## config.mk

```make
export PLATFORM = sky130hd
export DESIGN_NAME = mdio_regmaster
export DESIGN_NICKNAME = d
export VERILOG_FILES = /design/src/rtl/mdio_regmaster.sv
export SDC_FILE = /design/constraint.sdc
export NUM_CORES = 1
export LEC_CHECK = 0
export ABC_AREA = 1
export BUFFER_PORTS_ARGS = -buffer_cell sky130_fd_sc_hd__buf_2
export CAP_MARGIN = 20
export CELL_PAD_IN_SITES_DETAIL_PLACEMENT = 1
export CELL_PAD_IN_SITES_GLOBAL_PLACEMENT = 2
export CORE_UTILIZATION = 35
export CTS_CLUSTER_SIZE = 40
export DETAILED_ROUTE_END_ITERATION = 6
export PLACE_DENSITY_LB_ADDON = 0.1
export SYNTH_ARGS = -nofsm -noshare
export SYNTH_HDL_FRONTEND = slang
export SYNTH_SLANG_ARGS = --single-unit
```

## constraint.sdc

```tcl
create_clock -name clk -period 3.2 [get_ports clk]
set_input_delay 0.16 -clock clk [delete_from_list [all_inputs] [get_ports clk]]
set_output_delay 0.16 -clock clk [all_outputs]
set_load 0.03 [all_outputs]
```

## src/rtl/mdio_regmaster.sv

```systemverilog
module mdio_regmaster #(
  parameter int ADDR_W = 4,
  parameter logic [8:0] DIV_RST = 9'd63,
  parameter logic [8:0] DIV_MIN = 9'd5
) (
  input  logic              clk,
  input  logic              rst_n,
  input  logic              reg_wr,
  input  logic [ADDR_W-1:0] reg_addr,
  input  logic [31:0]       reg_wdata,
  output logic [31:0]       reg_rdata,
  output logic              mdc,
  output logic              mdio_o,
  output logic              mdio_oe,
  input  logic              mdio_i
);
  localparam logic [ADDR_W-1:0] W_CFG = ADDR_W'(12);
  localparam logic [ADDR_W-1:0] W_CTL = ADDR_W'(13);
  localparam logic [ADDR_W-1:0] W_DAT = ADDR_W'(14);
  localparam logic [ADDR_W-1:0] W_ADR = ADDR_W'(15);
  localparam logic [5:0] TA_BIT  = 6'd46;
  localparam logic [5:0] TA_LAST = 6'd47;
  localparam logic [5:0] LAST    = 6'd63;

  logic        busy, rd_frame, rd_err, pre_dis, c45, mdc_q;
  logic [8:0]  div_q, cnt;
  logic [5:0]  idx;
  logic [63:0] sh;
  logic [15:0] rx, data_q, addr_q;
  logic [4:0]  prt_q, dev_q;
  logic [31:0] frame;
  logic [1:0]  op;
  logic [8:0]  div_new;

  wire wr_ok  = reg_wr && !busy;
  wire wr_cfg = wr_ok && reg_addr == W_CFG;
  wire wr_ctl = wr_ok && reg_addr == W_CTL;
  wire wr_dat = wr_ok && reg_addr == W_DAT;
  wire wr_adr = wr_ok && reg_addr == W_ADR;
  wire go_rd  = wr_ctl && reg_wdata[15];
  wire go_adr = wr_adr && c45;
  wire go     = wr_dat || go_rd || go_adr;
  wire tick   = busy && cnt == div_q;
  wire rise   = tick && !mdc_q;
  wire fall   = tick && mdc_q;

  logic unused_hi;
  assign unused_hi = ^reg_wdata[31:16];

  assign div_new = (reg_wdata[15:7] < DIV_MIN) ? DIV_MIN : reg_wdata[15:7];
  assign op = go_adr ? 2'b00 : wr_dat ? 2'b01 : (c45 ? 2'b11 : 2'b10);

  always_comb begin
    frame = {c45 ? 2'b00 : 2'b01, op,
             go_rd ? reg_wdata[9:5] : prt_q,
             go_rd ? reg_wdata[4:0] : dev_q,
             go_rd ? 2'b11 : 2'b10,
             go_rd ? 16'hFFFF : reg_wdata[15:0]};
  end

  always_ff @(posedge clk) begin
    if (!rst_n) begin
      busy <= 1'b0; rd_frame <= 1'b0; rd_err <= 1'b0;
      pre_dis <= 1'b0; c45 <= 1'b0; mdc_q <= 1'b0;
      div_q <= DIV_RST; cnt <= '0; idx <= '0; sh <= '0; rx <= '0;
      data_q <= '0; addr_q <= '0; prt_q <= '0; dev_q <= '0;
    end else begin
      if (wr_cfg) begin
        div_q <= div_new; c45 <= reg_wdata[6]; pre_dis <= reg_wdata[5];
      end
      if (wr_ctl) begin
        dev_q <= reg_wdata[4:0]; prt_q <= reg_wdata[9:5];
      end
      if (wr_adr) addr_q <= reg_wdata[15:0];
      if (wr_dat) data_q <= reg_wdata[15:0];
      if (go) begin
        busy <= 1'b1; rd_frame <= go_rd; cnt <= '0; mdc_q <= 1'b0;
        idx <= pre_dis ? 6'd32 : 6'd0;
        sh  <= pre_dis ? {frame, 32'h0} : {32'hFFFF_FFFF, frame};
        if (go_rd) rd_err <= 1'b0;
      end else if (busy) begin
        cnt <= tick ? '0 : cnt + 9'd1;
        if (tick) mdc_q <= ~mdc_q;
        if (rise && rd_frame) begin
          if (idx == TA_LAST && mdio_i) rd_err <= 1'b1;
          if (idx > TA_LAST) rx <= {rx[14:0], mdio_i};
        end
        if (fall) begin
          if (idx == LAST) begin
            busy <= 1'b0;
            if (rd_frame) data_q <= rx;
          end else begin
            idx <= idx + 6'd1;
            sh  <= {sh[62:0], 1'b1};
          end
        end
      end
    end
  end

  assign mdc     = mdc_q;
  assign mdio_o  = sh[63];
  assign mdio_oe = busy && !(rd_frame && idx >= TA_BIT);

  always_comb begin
    case (reg_addr)
      W_CFG:   reg_rdata = {16'h0, div_q, c45, pre_dis, 3'b000, rd_err, busy};
      W_CTL:   reg_rdata = {22'h0, prt_q, dev_q};
      W_DAT:   reg_rdata = {16'h0, data_q};
      W_ADR:   reg_rdata = {16'h0, addr_q};
      default: reg_rdata = 32'h0;
    endcase
  end
endmodule


```

# Word level (Yosys, flattened, before mapping)
# Cells that the tools add are included.
[totals]
regBits = 152
in_bits = 40
[classes]
n_reduce_logical = 28
magnitude_cmp = 3
bitwise_logic = 3
addsub = 2
n_eq_ne = 9
mux = 36
[ops]
columns = ["cell", "count"]
rows = [
  ["2-to-1 mux 64 bit", 5],
  ["2-to-1 mux 16 bit", 7],
  ["case mux 16 bit (4 select lines)", 1],
  ["2-to-1 mux 6 bit", 5],
  ["2-to-1 mux 9 bit", 2],
  ["equality test 4 bit, second input constant", 4],
  ["logical AND 1 bit", 14],
  ["equality test 6 bit, second input constant", 2],
  ["2-to-1 mux 1 bit", 12],
  ["2-to-1 mux 5 bit", 2],
  ["adder 9 x 1 -> 9 bit, second input constant", 1],
  ["equality test 9 bit", 1],
  ["< comparator 9 x 3 -> 1 bit, second input constant", 1],
  ["AND reduction 4 bit", 2],
  ["nonzero test 2 bit", 4],
  ["adder 6 x 1 -> 6 bit, second input constant", 1],
  [">= comparator 6 bit, second input constant", 1],
  ["> comparator 6 bit, second input constant", 1],
  ["2-to-1 mux 2 bit", 2],
  ["!= test 2 bit, second input constant", 2],
  ["logical NOT 1 bit", 3],
  ["NOT 1 bit", 3],
  ["AND reduction 3 bit", 1],
  ["logical OR 1 bit", 2],
  ["2 further kinds", 2],
]

# Depth between registers and ports, before layout
[depth]
ltp_word = 9
depth_mapped = 13
mapped_depth_nobuf = 11

# Worst setup path before layout
# Ideal clock, no wire load.
[synth_path]
path_kind = "reg-to-reg"
from = "register idx[1]"
to = "register sh[40]"
stages_incl_launch_ff = 12
arrival_ns = 1.713
path_slack_ns = 1.375
synth_period_minus_slack_ns = 1.825
path_cell_list = "dfxtp_1 > ha_1 > nand3_1 > nor2_1 > nor2_1 > nand4_4 > nand2_4 > inv_2 > buf_4 > buf_6 > nor2_1 > nor2_1"
[synth_via]
elab_chain_cells = 3
[synth_lines]
columns = ["item", "line", "rtl"]
rows = [
  ["from (decl)", "27", "logic [5:0] idx;"],
  ["from (signal assigned)", "78", "idx <= pre_dis ? 6'd32 : 6'd0;"],
  ["from (signal assigned)", "93", "idx <= idx + 6'd1;"],
  ["equality test 6 bit", "89", "if (idx == LAST) begin"],
  ["!= test 2 bit (no source line)", "--", ""],
  ["AND reduction 3 bit (no source line)", "--", ""],
  ["to (signal assigned)", "79", "sh <= pre_dis ? {frame, 32'h0} : {32'hFFFF_FFFF, frame};"],
  ["to (signal assigned)", "94", "sh <= {sh[62:0], 1'b1};"],
  ["to (decl)", "28", "logic [63:0] sh;"],
]
# Every way passes these cells.
# A chain may end at the register's enable or synchronous reset.

# Worst setup path after layout
[layout_path]
from = "register busy"
to = "register sh[30]"
[layout_via]
elab_chain_cells = 8
word_cells_on_any_way = 16
cone_classes = "eq/ne: 1; mux: 1; reduce/logical: 14"
[layout_lines]
columns = ["item", "line", "rtl"]
rows = [
  ["from (decl)", "25", "logic busy, rd_frame, rd_err, pre_dis, c45, mdc_q;"],
  ["from (signal assigned)", "63", "busy <= 1'b0; rd_frame <= 1'b0; rd_err <= 1'b0;"],
  ["from (signal assigned)", "77", "busy <= 1'b1; rd_frame <= go_rd; cnt <= '0; mdc_q <= 1'b0;"],
  ["from (signal assigned)", "90", "busy <= 1'b0;"],
  ["logical NOT 1 bit", "35", "wire wr_ok = reg_wr && !busy;"],
  ["logical AND 1 bit", "35", ""],
  ["logical AND 1 bit", "37", "wire wr_ctl = wr_ok && reg_addr == W_CTL;"],
  ["logical AND 1 bit", "40", "wire go_rd = wr_ctl && reg_wdata[15];"],
  ["logical OR 1 bit (2 in a row)", "42", "wire go = wr_dat || go_rd || go_adr;"],
  ["!= test 2 bit (no source line) / nonzero test 2 bit (equally long branches)", "--", ""],
  ["AND reduction 3 bit (no source line)", "--", ""],
]
# Parallel ways exist; a longest one is shown, timed or not.

==> results.cfg <==
[cells_and_area]
regArea_mm2 = 0.00304
fin_area_mm2 = 0.00878
layout_common_cells = nand2_1, nor2_1, dfxtp_1
area_delta_synth_final_pct = 11.5
antennaDiodeCount = 0
fillers = 2934
layout_commonest_cell = nand2_1
final_util_pct = 40.0
multi_input_area_mm2 = 0.00389
layout-drive-gt1-share_pct = 8.99
nets = 1276

[floorplanning]
core-area_mm2 = 0.0220
initial_core_util_pct = 35.8
die_y_um = 152
die_x_um = 152
die_area_mm2 = 0.0231
rows = 54
io_pins = 75

[clock_tree]
h-tree-depth = 4
path_clk_slew_ns = 0.07
ctsResizeCount = 0
post_cts_buffers = 0
clk_latency_ns = 0.43
cts_tree = done
cts_sinks = 152
clk_path_buf_depth = 2
clockRootBuffer = clkbuf_16
cts_made_buffers = 17

[detailed_routing]
drt-initial-drc-count = 348
final_antenna_net_count = 0
remaining_drc_errors = 6
avgRoutedWirePerCell_um = 15.6
routed_wirelength_mm = 23.7
dr.pass1.iters = 7
via_per_inst = 4.90
vias = 7470

[timing]
finalSetupViolCount = 0
finalHoldViolCount = 0
finalMaxSlewViolations = 0
fmax_mhz = 388
maxSlewHeadroom_pct = 38.2
worstMarginPinSlew_ns = 0.925
fin_setup_tns_ns = 0
skew_ns = 0.0141
fin_crit_sh_pct = 80.6
min_period_ns = 2.58
rsz0062_at_grt = false

[synthesis]
yosysSeqAreaShare_pct = 38.7
syn_avg_cell_area_um2 = 6.41
yosys_warnings = 0
syn_inst = 1228
ys.flop_type = dfxtp_1
synth_edf_count = 0
yosys.cell_types.count = 38
synth_seq_cells = 152
synth_async_sr_flop_share_pct = 0
netlist_area_mm2 = 0.00787

[grt]
grt-ovfl-total = 0
grt_pass1_vias = 7457
grt_util_all_layers_pct = 21.2
antenna_found_initial = 0
grt_max_degree = 101
grt_pass1_wl_mm = 38.9

[placement]
dp_hpwl_mm = 15.6
dpl_cell_area_mm2 = 0.00818
routabilityCongestion = 0.766
io_buffer_count = 42

[hold_path]
hp-start = reg_wdata[9]
hold_depth = 3
hold_path_class = input pin to flip-flop
hold-path-endpoint = div_q[2]

[run_status]
violations = design-rule violations
outcome = complete, but fails checks

[worst_setup_path]
reg2reg_from = busy
cp-start-kind = flip-flop
r2r_slack_ns = 0.62
worstSetupEndpointType = flip-flop
arrival_ns = 2.94
worstPathMaxFanout = 21
cp.required_ns = 3.56
worstSetupPathType = flip-flop to flip-flop
r2r_cells = 10
r2r_end = sh[30]

[power_and_ir_drop]
p_leak_nw = 4.48
ir_drop_mv = 0.274
design_power_total_w = 0.00432
power_density_mw_per_mm2 = 493

[run]
cap_violations = 0
[metrics by stage]
stage                     setup slack, ns  instances  hold slack [ns]
after global placement              0.688       1492            0.428
after floorplan                      1.38       1243            0.286
final                               0.621       1526           0.0486
after global routing                0.356       1526           0.0460
after detailed placement            0.655       1492            0.430
after CTS                           0.653       1526           0.0249
[per-layer routing]
layer	global-route usage (%)	routed length, um	vias up
li1	-	-	3829
met1	27.0	11700	3541
met2	36.8	11300	84
met3	3.08	532	16
met4	6.37	299	0
met5	0	0	-
[final cells by class]
| cell class | instances | share of cell area (%) |
|---|---|---|
| timing repair buffer | 58 | 4.13 |
| sequential | 152 | 34.7 |
| inverter | 148 | 6.33 |
| clock buffer | 18 | 5.00 |
| tap | 280 | 3.99 |
| multi-input combinational | 856 | 44.3 |
| clock inverter | 14 | 1.55 |
[worst max path at each step]
stage	from	endpoint	slack [ns]	cells after the start
after global routing	busy	sh[1]	0.36	10
after global placement	busy	sh[1]	0.69	10
after CTS	busy	sh[30]	0.65	10
after detailed placement	busy	sh[30]	0.66	10
final	busy	sh[30]	0.62	10
after floorplan	idx[1]	sh[40]	1.38	11
[synth_stat cells (2+ instances only)]
| master | count | area share (%) |
|---|---|---|
| a21oi_1 | 49 | 3.1 |
| a22oi_1 | 16 | 1.5 |
| buf_1 | 5 | 0.24 |
| buf_2 | 20 | 1.3 |
| buf_4 | 19 | 1.8 |
| buf_6 | 2 | 0.29 |
| clkbuf_1 | 41 | 2.0 |
| clkinv_1 | 3 | 0.14 |
| dfxtp_1 | 152 | 39 |
| ha_1 | 3 | 0.48 |
| inv_1 | 136 | 6.5 |
| inv_2 | 9 | 0.43 |
| nand2_1 | 297 | 14 |
| nand2_2 | 4 | 0.32 |
| nand3_1 | 65 | 4.1 |
| nand3b_1 | 23 | 2.2 |
| nand4_1 | 6 | 0.48 |
| nor2_1 | 242 | 12 |
| nor2_2 | 7 | 0.56 |
| nor3_1 | 3 | 0.19 |
| nor3b_1 | 5 | 0.48 |
| o2111ai_1 | 8 | 0.89 |
| o211ai_1 | 8 | 0.76 |
| o21ai_0 | 70 | 4.5 |
| o22ai_1 | 16 | 1.3 |
| o31ai_1 | 2 | 0.19 |
| xor2_1 | 6 | 0.67 |
[flip-flops by register name, summed over array words and instances (netlist names)]
name      flops
div_q         9
addr_q       16
rx           16
data_q       16
dev_q         5
busy          1
prt_q         5
rd_err        1
idx           6
rd_frame      1
mdc           1
cnt           9
sh           64
c45           1
pre_dis       1
[cell families (layout without fill, tap and decap cells)]
group                    Yosys count  after routing  synth area share [%]
flip-flops                       152            152                  38.7
AND/OR/NAND/NOR                  658            658                  34.9
XOR/XNOR                           7              7                 0.779
other                              1             16                0.0476
buffers and inverters            235            238                  12.6
adder cells (fa/ha/maj)            3              3                 0.477
AO/OA/AOI/OAI                    172            172                  12.5
[where the power goes]
group	internal [W]	total [W]	leakage, nW	switching (W)
combinational	0.000101	0.000350	2.98	0.000249
clock	0.00111	0.00202	0.275	0.000908
sequential	0.00193	0.00196	1.23	0.0000233
total	0.00314	0.00432	4.48	0.00118
[what timing repair did]
action,4_1_cts,5_1_grt
endpoints found under the setup margin,0,0
hold buffers,2,0
hold endpoints to repair,2,0
[worst max-delay path: stages (launching register included)]
cell and delay, ns:
dfxtp_1 0.38, inv_2 0.20, nand2_2 0.11, nor2_2 0.11
buf_4 0.23, nand2_2 0.08, nand2_2 0.32, nand2_1 0.56
o2bb2ai_1 0.32, nor2_1 0.07, nor2_1 0.12
Power figures use the tool's default switching activity.
